===== src/rtl/evpwm_pkg.sv =====
package evpwm_pkg;
  typedef enum logic [2:0] {
    RA_PERIOD = 3'd0,
    RA_EV1    = 3'd1,
    RA_EV2    = 3'd2,
    RA_EV3    = 3'd3,
    RA_EV4    = 3'd4,
    RA_SAMPLE = 3'd5,
    RA_CTRL   = 3'd6
  } reg_addr_e;

  localparam int CTRL_FILTER_BIT = 0;
  localparam int CTRL_DEFER_BIT  = 1;
  localparam int N_TIMING_REGS   = 6;
  localparam int N_WINDOWS       = 2;
endpackage


===== src/rtl/evpwm_regs.sv =====
module evpwm_regs
  import evpwm_pkg::*;
#(
  parameter int W = 16
) (
  input  logic         clk,
  input  logic         rst_n,
  input  logic         en,
  input  logic         wrap,
  input  logic         wr_en,
  input  logic [2:0]   wr_addr,
  input  logic [W-1:0] wr_data,
  input  logic [W-1:0] duty_in,
  output logic [W-1:0] prd,
  output logic [W-1:0] ev1,
  output logic [W-1:0] ev2,
  output logic [W-1:0] ev3,
  output logic [W-1:0] ev4,
  output logic [W-1:0] samp,
  output logic [W-1:0] duty,
  output logic         filter_sel,
  output logic         defer
);
  // Timing registers: a software-facing shadow and an active copy each.
  for (genvar g = 0; g < N_TIMING_REGS; g++) begin : g_treg
    localparam logic [2:0] MY_ADDR   = 3'(g);
    localparam bit         WRAP_ONLY = (g == int'(RA_PERIOD));
    logic [W-1:0] shd_q;
    logic [W-1:0] act_q;
    logic         hit;
    logic         direct;

    assign hit    = wr_en && (wr_addr == MY_ADDR);
    assign direct = !en || (!defer && !WRAP_ONLY);

    always_ff @(posedge clk or negedge rst_n) begin
      if (!rst_n) begin
        shd_q <= '0;
        act_q <= '0;
      end else begin
        if (hit) shd_q <= wr_data;
        if (hit && direct) act_q <= wr_data;
        else if (!en || wrap) act_q <= shd_q;
      end
    end
  end

  assign prd  = g_treg[int'(RA_PERIOD)].act_q;
  assign ev1  = g_treg[int'(RA_EV1)].act_q;
  assign ev2  = g_treg[int'(RA_EV2)].act_q;
  assign ev3  = g_treg[int'(RA_EV3)].act_q;
  assign ev4  = g_treg[int'(RA_EV4)].act_q;
  assign samp = g_treg[int'(RA_SAMPLE)].act_q;

  always_ff @(posedge clk or negedge rst_n) begin
    if (!rst_n) begin
      filter_sel <= 1'b0;
      defer      <= 1'b0;
    end else if (wr_en && wr_addr == RA_CTRL) begin
      filter_sel <= wr_data[CTRL_FILTER_BIT];
      defer      <= wr_data[CTRL_DEFER_BIT];
    end
  end

  // Filter word is captured at the boundary so a period never mixes widths.
  always_ff @(posedge clk or negedge rst_n) begin
    if (!rst_n)           duty <= '0;
    else if (!en || wrap) duty <= duty_in;
  end
endmodule


===== src/rtl/evpwm_counter.sv =====
module evpwm_counter #(
  parameter int W = 16
) (
  input  logic         clk,
  input  logic         rst_n,
  input  logic         en,
  input  logic [W-1:0] prd,
  output logic [W-1:0] cnt,
  output logic         wrap
);
  logic [W:0] nxt;
  logic       last;

  assign nxt  = {1'b0, cnt} + (W+1)'(1);
  assign last = nxt >= {1'b0, prd};
  assign wrap = en && last;

  always_ff @(posedge clk or negedge rst_n) begin
    if (!rst_n)    cnt <= '0;
    else if (!en)  cnt <= '0;
    else if (last) cnt <= '0;
    else           cnt <= nxt[W-1:0];
  end
endmodule


===== src/rtl/evpwm_window.sv =====
module evpwm_window #(
  parameter int W = 16
) (
  input  logic [W-1:0] cnt,
  input  logic [W-1:0] lo,
  input  logic [W:0]   hi,
  input  logic         full,
  output logic         on
);
  assign on = full || ((cnt >= lo) && ({1'b0, cnt} < hi));
endmodule


===== src/rtl/evpwm_pair.sv =====
module evpwm_pair
  import evpwm_pkg::*;
#(
  parameter int W = 16
) (
  input  logic         clk,
  input  logic         rst_n,
  input  logic         en,
  input  logic         wr_en,
  input  logic [2:0]   wr_addr,
  input  logic [W-1:0] wr_data,
  input  logic [W-1:0] filt_duty,
  output logic         pwm_a,
  output logic         pwm_b,
  output logic         samp_trig
);
  logic [W-1:0] prd_act, ev1_act, ev2_act, ev3_act, ev4_act, samp_act, duty_act;
  logic         filter_sel, defer_q;
  logic [W-1:0] cnt_q;
  logic         wrap;

  evpwm_regs #(.W(W)) u_regs (
    .clk(clk), .rst_n(rst_n), .en(en), .wrap(wrap),
    .wr_en(wr_en), .wr_addr(wr_addr), .wr_data(wr_data), .duty_in(filt_duty),
    .prd(prd_act), .ev1(ev1_act), .ev2(ev2_act), .ev3(ev3_act), .ev4(ev4_act),
    .samp(samp_act), .duty(duty_act), .filter_sel(filter_sel), .defer(defer_q)
  );

  evpwm_counter #(.W(W)) u_cnt (
    .clk(clk), .rst_n(rst_n), .en(en), .prd(prd_act), .cnt(cnt_q), .wrap(wrap)
  );

  // Window 0 drives A, window 1 drives B.
  logic [N_WINDOWS-1:0][W-1:0] lo_w;
  logic [N_WINDOWS-1:0][W:0]   hi_w;
  logic [N_WINDOWS-1:0]        full_w;
  logic [N_WINDOWS-1:0]        on_w;
  logic [W:0]                  a_fall;

  assign a_fall    = filter_sel ? ({1'b0, ev1_act} + {1'b0, duty_act}) : {1'b0, ev2_act};
  assign lo_w[0]   = ev1_act;
  assign hi_w[0]   = a_fall;
  assign full_w[0] = filter_sel && (duty_act >= prd_act);
  assign lo_w[1]   = ev3_act;
  assign hi_w[1]   = {1'b0, ev4_act};
  assign full_w[1] = 1'b0;

  for (genvar k = 0; k < N_WINDOWS; k++) begin : g_win
    evpwm_window #(.W(W)) u_win (
      .cnt(cnt_q), .lo(lo_w[k]), .hi(hi_w[k]), .full(full_w[k]), .on(on_w[k])
    );
  end

  always_ff @(posedge clk or negedge rst_n) begin
    if (!rst_n) begin
      pwm_a     <= 1'b0;
      pwm_b     <= 1'b0;
      samp_trig <= 1'b0;
    end else begin
      pwm_a     <= en && on_w[0];
      pwm_b     <= en && on_w[1];
      samp_trig <= en && (cnt_q == samp_act);
    end
  end
endmodule


===== config.mk =====
export PLATFORM = sky130hd
export DESIGN_NAME = evpwm_pair
export DESIGN_NICKNAME = d
export VERILOG_FILES = /design/src/rtl/evpwm_pkg.sv /design/src/rtl/evpwm_regs.sv /design/src/rtl/evpwm_counter.sv /design/src/rtl/evpwm_window.sv /design/src/rtl/evpwm_pair.sv
export SDC_FILE = /design/constraint.sdc
export NUM_CORES = 1
export LEC_CHECK = 0
export ABC_AREA = 1
export CAP_MARGIN = 0
export CORE_MARGIN = 2
export CORE_UTILIZATION = 65
export DETAILED_ROUTE_END_ITERATION = 8
export PLACE_DENSITY_LB_ADDON = 0.05
export SYNTH_ARGS = -nofsm -noshare
export SYNTH_HDL_FRONTEND = slang
export SYNTH_SLANG_ARGS = --single-unit

===== constraint.sdc =====
create_clock -name clk -period 5.4 [get_ports clk]
set_input_delay 1.08 -clock clk [delete_from_list [all_inputs] [get_ports clk]]
set_output_delay 1.08 -clock clk [all_outputs]
set_load 0.02 [all_outputs]

==> results of run 1 <==
## layout make-up
cell class	count	area, um^2	share of cell area, %
Multi-Input combinational cell	1134	6136	42.60
Sequential cell	229	5731	39.78
Inverter	213	799.5	5.550
Clock buffer	30	684.4	4.751
Timing Repair Buffer	49	488.0	3.387
Tap cell	265	331.6	2.302
Clock inverter	15	235.2	1.633
## path summary, 6_finish.rpt
| kind | end | depth (start not counted) | startpoint |
|---|---|---|---|
| max | u_regs.ev1[10] | 23 | u_cnt.cnt[2] |
| min | u_regs.g_treg[3].shd_q[6] | 2 | u_regs.g_treg[3].shd_q[6] |
| max reg2reg | u_regs.ev1[10] | 23 | u_cnt.cnt[2] |
| min reg2reg | u_regs.g_treg[3].shd_q[6] | 2 | u_regs.g_treg[3].shd_q[6] |
| max in group asynchronous | u_regs.g_treg[0].shd_q[1] | 2 | rst_n |
| min in group asynchronous | u_regs.g_treg[3].shd_q[11] | 1 | rst_n |
## metrics by stage
stage          hold WS [ps]  power [mW]
2_1_floorplan         453.3       3.176
3_3_place_gp          466.3       3.536
3_5_place_dp          473.5       3.593
4_1_cts               488.6       5.511
5_1_grt               504.6       5.850
6_report              484.9       5.512
## placed cells by master, fill, tap and decap left out, drive strengths merged, types with 8 or more instances in the layout
master | synthesis | routed
inv | 212 | 212
xor2 | 19 | 19
nand4 | 8 | 8
o21ai | 344 | 344
nor3 | 13 | 13
nand3 | 33 | 33
nor2 | 59 | 59
dfrtp | 229 | 229
clkbuf | 54 | 30
nand2 | 451 | 451
clkinv | 1 | 9
ha | 111 | 111
clkdlybuf4s50 | 0 | 40
a21oi | 58 | 58
buf | 24 | 9
## state kept, by name, indices dropped and copies added (netlist names), 16 cells and up
signal               flops
u_cnt.cnt               16
u_regs.duty             16
u_regs.ev1              16
u_regs.ev2              16
u_regs.ev3              16
u_regs.ev4              16
u_regs.g_treg.shd_q     96
u_regs.prd              16
u_regs.samp             16
## worst max-delay path, delay by kind of cell (launching register included)
kind | cells | cell delay (ps)
AND/OR/NAND/NOR | 17 | 2330
AO/OA/AOI/OAI | 1 | 490
buffers and inverters | 3 | 200
flip-flops | 1 | 570
adder cells (fa/ha/maj) | 1 | 290
XOR/XNOR | 1 | 190
## cells by family (layout without fill, tap and decap cells)
logic type               Yosys count  count (layout)  synth area share (%)
adder cells (fa/ha/maj)          112             112                 10.82
AND/OR/NAND/NOR                  570             570                 17.76
AO/OA/AOI/OAI                    433             433                 17.25
flip-flops                       229             229                 44.00
XOR/XNOR                          19              19                 1.278
buffers and inverters            291             307                 8.886
## report_power, final
part	leakage (nW)	internal, mW	total, mW	switching [mW]
Sequential	2.93	2.03	2.21	0.180
Clock	0.455	1.19	1.91	0.722
Combinational	3.94	0.502	1.39	0.891
Total	7.32	3.72	5.51	1.79
## per-layer routing
metal,up-vias,track usage (%),share of wire (%)
li1,5370,-,-
met1,5245,46.17,44
met2,386,52.73,46
met3,86,3.292,5.5
met4,0,13.19,4.3
met5,-,0,0
==> metrics.csv, run 1 <==
metric,value,unit
Post-route DRC,0,
Filler cells,1603,
IO buf count,41,
dpl ws,1320,ps
initial antenna violation count,0,
final worst slack,1207,ps
Yosys cell types,41,
R2R Setup Slk,1210,ps
"number of placed instances, taps included",1890,
"most used cell, CP",nand2_1,
gr usage total,32.76,%
Max stage delay on crit path,690,ps
TritonCTS clock tree,yes,
worst slew pin tran,1080,ps
Syn-to-layout area delta,10.61,%
Clock Skew,18.17,ps
Clock Pin Slew Worst Setup and Hold Paths,60,ps
grt total ovfl,0,
Max VDD drop,0.0002381,V
Final HPWL DP,23.05,mm
slew margin rel.,27.89,%
#FFs+latches synth,229,
via-per-instance ratio,5.730,
Placed Area,13490,um^2
Chip Height,145.6,um
Inserted Clock Buffers,25,
WP data arrival,4600,ps
Yosys top cell by area,dfrtp_1,
H-Tree Depth,1,
Antenna Cells,0,
Final Hold Vio Count,0,
largest net degree at the start of global routing,122,
fmax,238.5,MHz
Core Region,19590,um^2
crit path launch type,register,
post-cts gate resize count,0,
asr flop ratio synth,100.0,%
"Setup violations, final",0,
"Design Area, Final",14410,um^2
maxcap violations,0,
PwrDens,382.6,nW/um^2
Skew-Pair Late Insertion Delay,520,ps
first-pass GRT wire length,55.07,mm
critical path class,register to register,
Initial Util,66.48,%
Final min period,4193,ps
Die ar.,21180,um^2
Post-CTS Repair Setup Buffers,0,
ys flop type,dfrtp_1,
Final period util,77.65,%
count of pins over their slew limit,0,
drt first pass iters,5,
vias in the first global route,10407,
top-area cell type share of the netlist area,44.00,%
Mapped Nets,1805,
RePlAce Congestion,0.9494,
top post-synthesis cells by count,"450 x nand2_1, 305 x o21ai_0, 229 x dfrtp_1",
clock tree sinks,229,
cts hold-fix bufs,0,
# rows,51,
CTS Buffer Depth,3,
root buf cell,clkbuf_16,
final WL,34.09,mm
post-route non-filler standard cell count,1935,
Layout Utilization,73.53,%
outcome,completed,
HP Class,register to register,
CP max FO,32,
post-synthesis sequential area ratio,44.00,%
I/O Pins,42,
Ys Warns,0,
leak pwr,7.319,nW
Post-Synthesis Cells,1654,
Iter 0 DRT Violations,942,
Avg Synthesized Cell Area,7.874,um^2
WP data required,5800,ps
critical path cell sequence,"nand2_1, nor2_2, inv_1, nor3_2, inv_1, nor3_2, nand2_1, nor2_2, nand2_1, xor2_1, inv_1, ha_1, nand2_1, nor2_1, nand2_1, nand2_1, nor2_1, nand2_1, nand2_1, nand2_1, nand2_1, nand4_2, o21ai_0",
post-route ant nets,0,
Final nets,1803,
most frequent cell after synthesis,nand2_1,
Syn Std Cell Area,13020,um^2
top cells by area in the synthesized netlist,"dfrtp_1 44%, nand2_1 13%, o21ai_0 12%",
CP endpoint kind,register,
via count,11087,
Die Wd,145.6,um
drt wl/cell,17.61,um
layout cell share with drive strength beyond 1,4.311,%
setup_tns,0,ps
"EDFF count, synth",0,
Slowest cell on crit path,nand4_2,
unrepaired setup endpoints after global routing,false,
Note: power is estimated with default switching activity, not from simulation.
==> run 2: changes to the inputs <==
--- a/config.mk
+++ b/config.mk
@@ -8,7 +8,7 @@
 export ABC_AREA = 1
 export CAP_MARGIN = 0
 export CORE_MARGIN = 2
-export CORE_UTILIZATION = 65
+export CORE_UTILIZATION = 56
 export DETAILED_ROUTE_END_ITERATION = 8
 export PLACE_DENSITY_LB_ADDON = 0.05
 export SYNTH_ARGS = -nofsm -noshare
==> constraint.sdc (replaced) <==
create_clock -name clk -period 3.65 [get_ports clk]
set_input_delay 0.73 -clock clk [delete_from_list [all_inputs] [get_ports clk]]
set_output_delay 0.73 -clock clk [all_outputs]
set_load 0.02 [all_outputs]
==> run 2 against run 1 <==
Compared with the run above: sequential power is 48% higher; maximum frequency is 25% higher; sequential cell count unchanged; clock skew shrank 11 ps; hold slack worse by 270 ps; critical path depth rose by 2; via count shrank 2.4%; worst setup slack got worse by 910 ps; global-route usage down 3.4 points; clock power grew 32%; die area rose by 16%; routed wire length up 1.7%; critical path type unchanged; largest power group unchanged; highest routed layer unchanged.
==> metrics.csv, run 2 (synthesis gave the netlist of run 1 again) <==
metric,value,unit
TritonCTS clock tree,yes,
root buf cell,clkbuf_16,
"most common cell after layout, fill and taps aside",nand2_1,
final WL,34.65,mm
vias in the first global route,10372,
Final period util,91.82,%
post-route ant nets,0,
logic gate share of total power,26.6,%
via count,10820,
Syn-to-layout area delta,12.16,%
Largest register FFs,96,
worst slew pin tran,1163,ps
fmax,298.4,MHz
Flop pwr share,41.3,%
H-Tree Depth,1,
Tot Pwr,7.895,mW
leak pwr,7.414,nW
post-route non-filler standard cell count,1979,
Final HPWL DP,24.50,mm
Sw Ratio,32.86,%
CP max FO,4,
WP data required,4100,ps
outcome,completed,
slew margin rel.,22.39,%
switching pwr,2.595,mW
HP Class,input pin to asynchronous set/reset pin,
Clock Skew,7.643,ps
CP endpoint kind,register,
Antenna Cells,0,
Iter 0 DRT Violations,909,
most frequent cells in the layout,"449 x nand2_1, 303 x o21ai_0, 229 x dfrtp_1",
largest register by flop count,u_regs.g_treg.shd_q,
maxcap violations,0,
Max VDD drop,0.0003640,V
Initial Util,57.35,%
PwrDens,540.5,nW/um^2
Core Region,22710,um^2
initial antenna violation count,0,
# rows,55,
Internal,5.300,mW
drt wl/cell,17.51,um
critical path class,register to register,
via-per-instance ratio,5.467,
Final Hold Vio Count,0,
Layout Utilization,64.33,%
crit path launch type,register,
drt first pass iters,5,
Post-route DRC,0,
Inserted Clock Buffers,25,
CTS Buffer Depth,3,
Skew-Pair Late Insertion Delay,540,ps
"number of placed instances, taps included",1932,
IO buf count,41,
count of pins over their slew limit,0,
setup_tns,0,ps
power share of the clock group,32.1,%
I/O Pins,42,
Final nets,1826,
RePlAce Congestion,0.8534,
first-pass GRT wire length,55.71,mm
largest net degree at the start of global routing,89,
gr usage total,29.36,%
WP data arrival,3800,ps
grt total ovfl,0,
Clock Pin Slew Worst Setup and Hold Paths,60,ps
Chip Height,156.5,um
Worst R2R Path Depth,25,
Final min period,3351,ps
layout cell share with drive strength beyond 1,5.372,%
Die Wd,156.5,um
Die ar.,24490,um^2
"Setup violations, final",0,
clock tree sinks,229,
## run 2: cell types whose count changed in the layout (fill, tap and decap cells not counted), sizes merged
cell	before	now
buf	9	31
clkbuf	30	42
clkinv	9	3
bufinv	6	2
clkinvlp	1	0
inv	212	213
## run 2: power by group through the flow
stage                     clock network (mW)  logic (mW)  registers (mW)
after floorplan                            0        1.48            3.22
after global placement                     0        2.00            3.28
after detailed placement                   0        2.05            3.30
after CTS                               2.57        2.07            3.26
after global routing                    2.68        2.45            3.31
final                                   2.53        2.10            3.26
## run 2: worst max-delay path, stage by stage (launching register included)
cell     delay, ps
dfrtp_1        420
ha_1           240
fa_1           390
nand2_1        100
nand2_1         60
o21a_1         130
nand3_1        120
o21ai_2        110
xor2_1         160
o21ai_0        170
ha_1           280
nand2_1         90
inv_1           40
nand2_1        100
nor2_1          60
nand3_1         90
nand3_1        120
nand2_1         80
nand2_1         60
nand2_1         50
nand2_1         40
nand2_1         50
nand2_1         50
nand2_1         60
nand2_1         60
a21oi_2        150
## run 2: through the flow
| step | hold slack [ps] | instance area [um^2] | worst slack, ps |
|---|---|---|---|
| final | 215.3 | 14610 | 298.7 |
| after global routing | 266.6 | 14610 | -10.46 |
| after CTS | 234.0 | 14530 | 120.9 |
| after detailed placement | 472.9 | 13710 | 192.3 |
| after global placement | 465.8 | 13710 | 182.0 |
| after floorplan | 434.4 | 13020 | 572.1 |
## run 2: worst paths after layout
check / startpoint / end / slack [ps]
max in group asynchronous: rst_n / u_regs.g_treg[0].shd_q[0] / 2680
setup reg to reg: u_regs.ev1[0] / pwm_a / 300
setup / recovery: u_regs.ev1[0] / pwm_a / 300
hold reg to reg: u_regs.g_treg[5].shd_q[1] / u_regs.g_treg[5].shd_q[1] / 480
hold / removal: rst_n / u_regs.g_treg[3].shd_q[15] / 220
min in group clk: u_regs.g_treg[5].shd_q[1] / u_regs.g_treg[5].shd_q[1] / 480
## run 2: what timing repair did
item	4_1_cts	5_1_grt
gates resized for setup	0	16
setup buffers	0	0
hold buffers	0	0
setup endpoints to repair	0	126
## run 2: layout make-up
cell class,count,area (um^2)
fillers,1983,8102
multi-input cells,1134,6156
flip-flops and latches,229,5731
inverters,213,799.5
repair buffers,72,750.7
clock buffers,41,735.7
well taps,285,356.6
clock inverters,5,78.83
## run 2: routing by layer
| metal | vias up | track usage [%] | part of all wire, % |
|---|---|---|---|
| met4 | 0 | 9.524 | 3.4 |
| met1 | 5106 | 41.25 | 47 |
| met5 | - | 0 | 0 |
| li1 | 5402 | - | - |
| met2 | 243 | 48.02 | 45 |
| met3 | 69 | 3.074 | 4.5 |
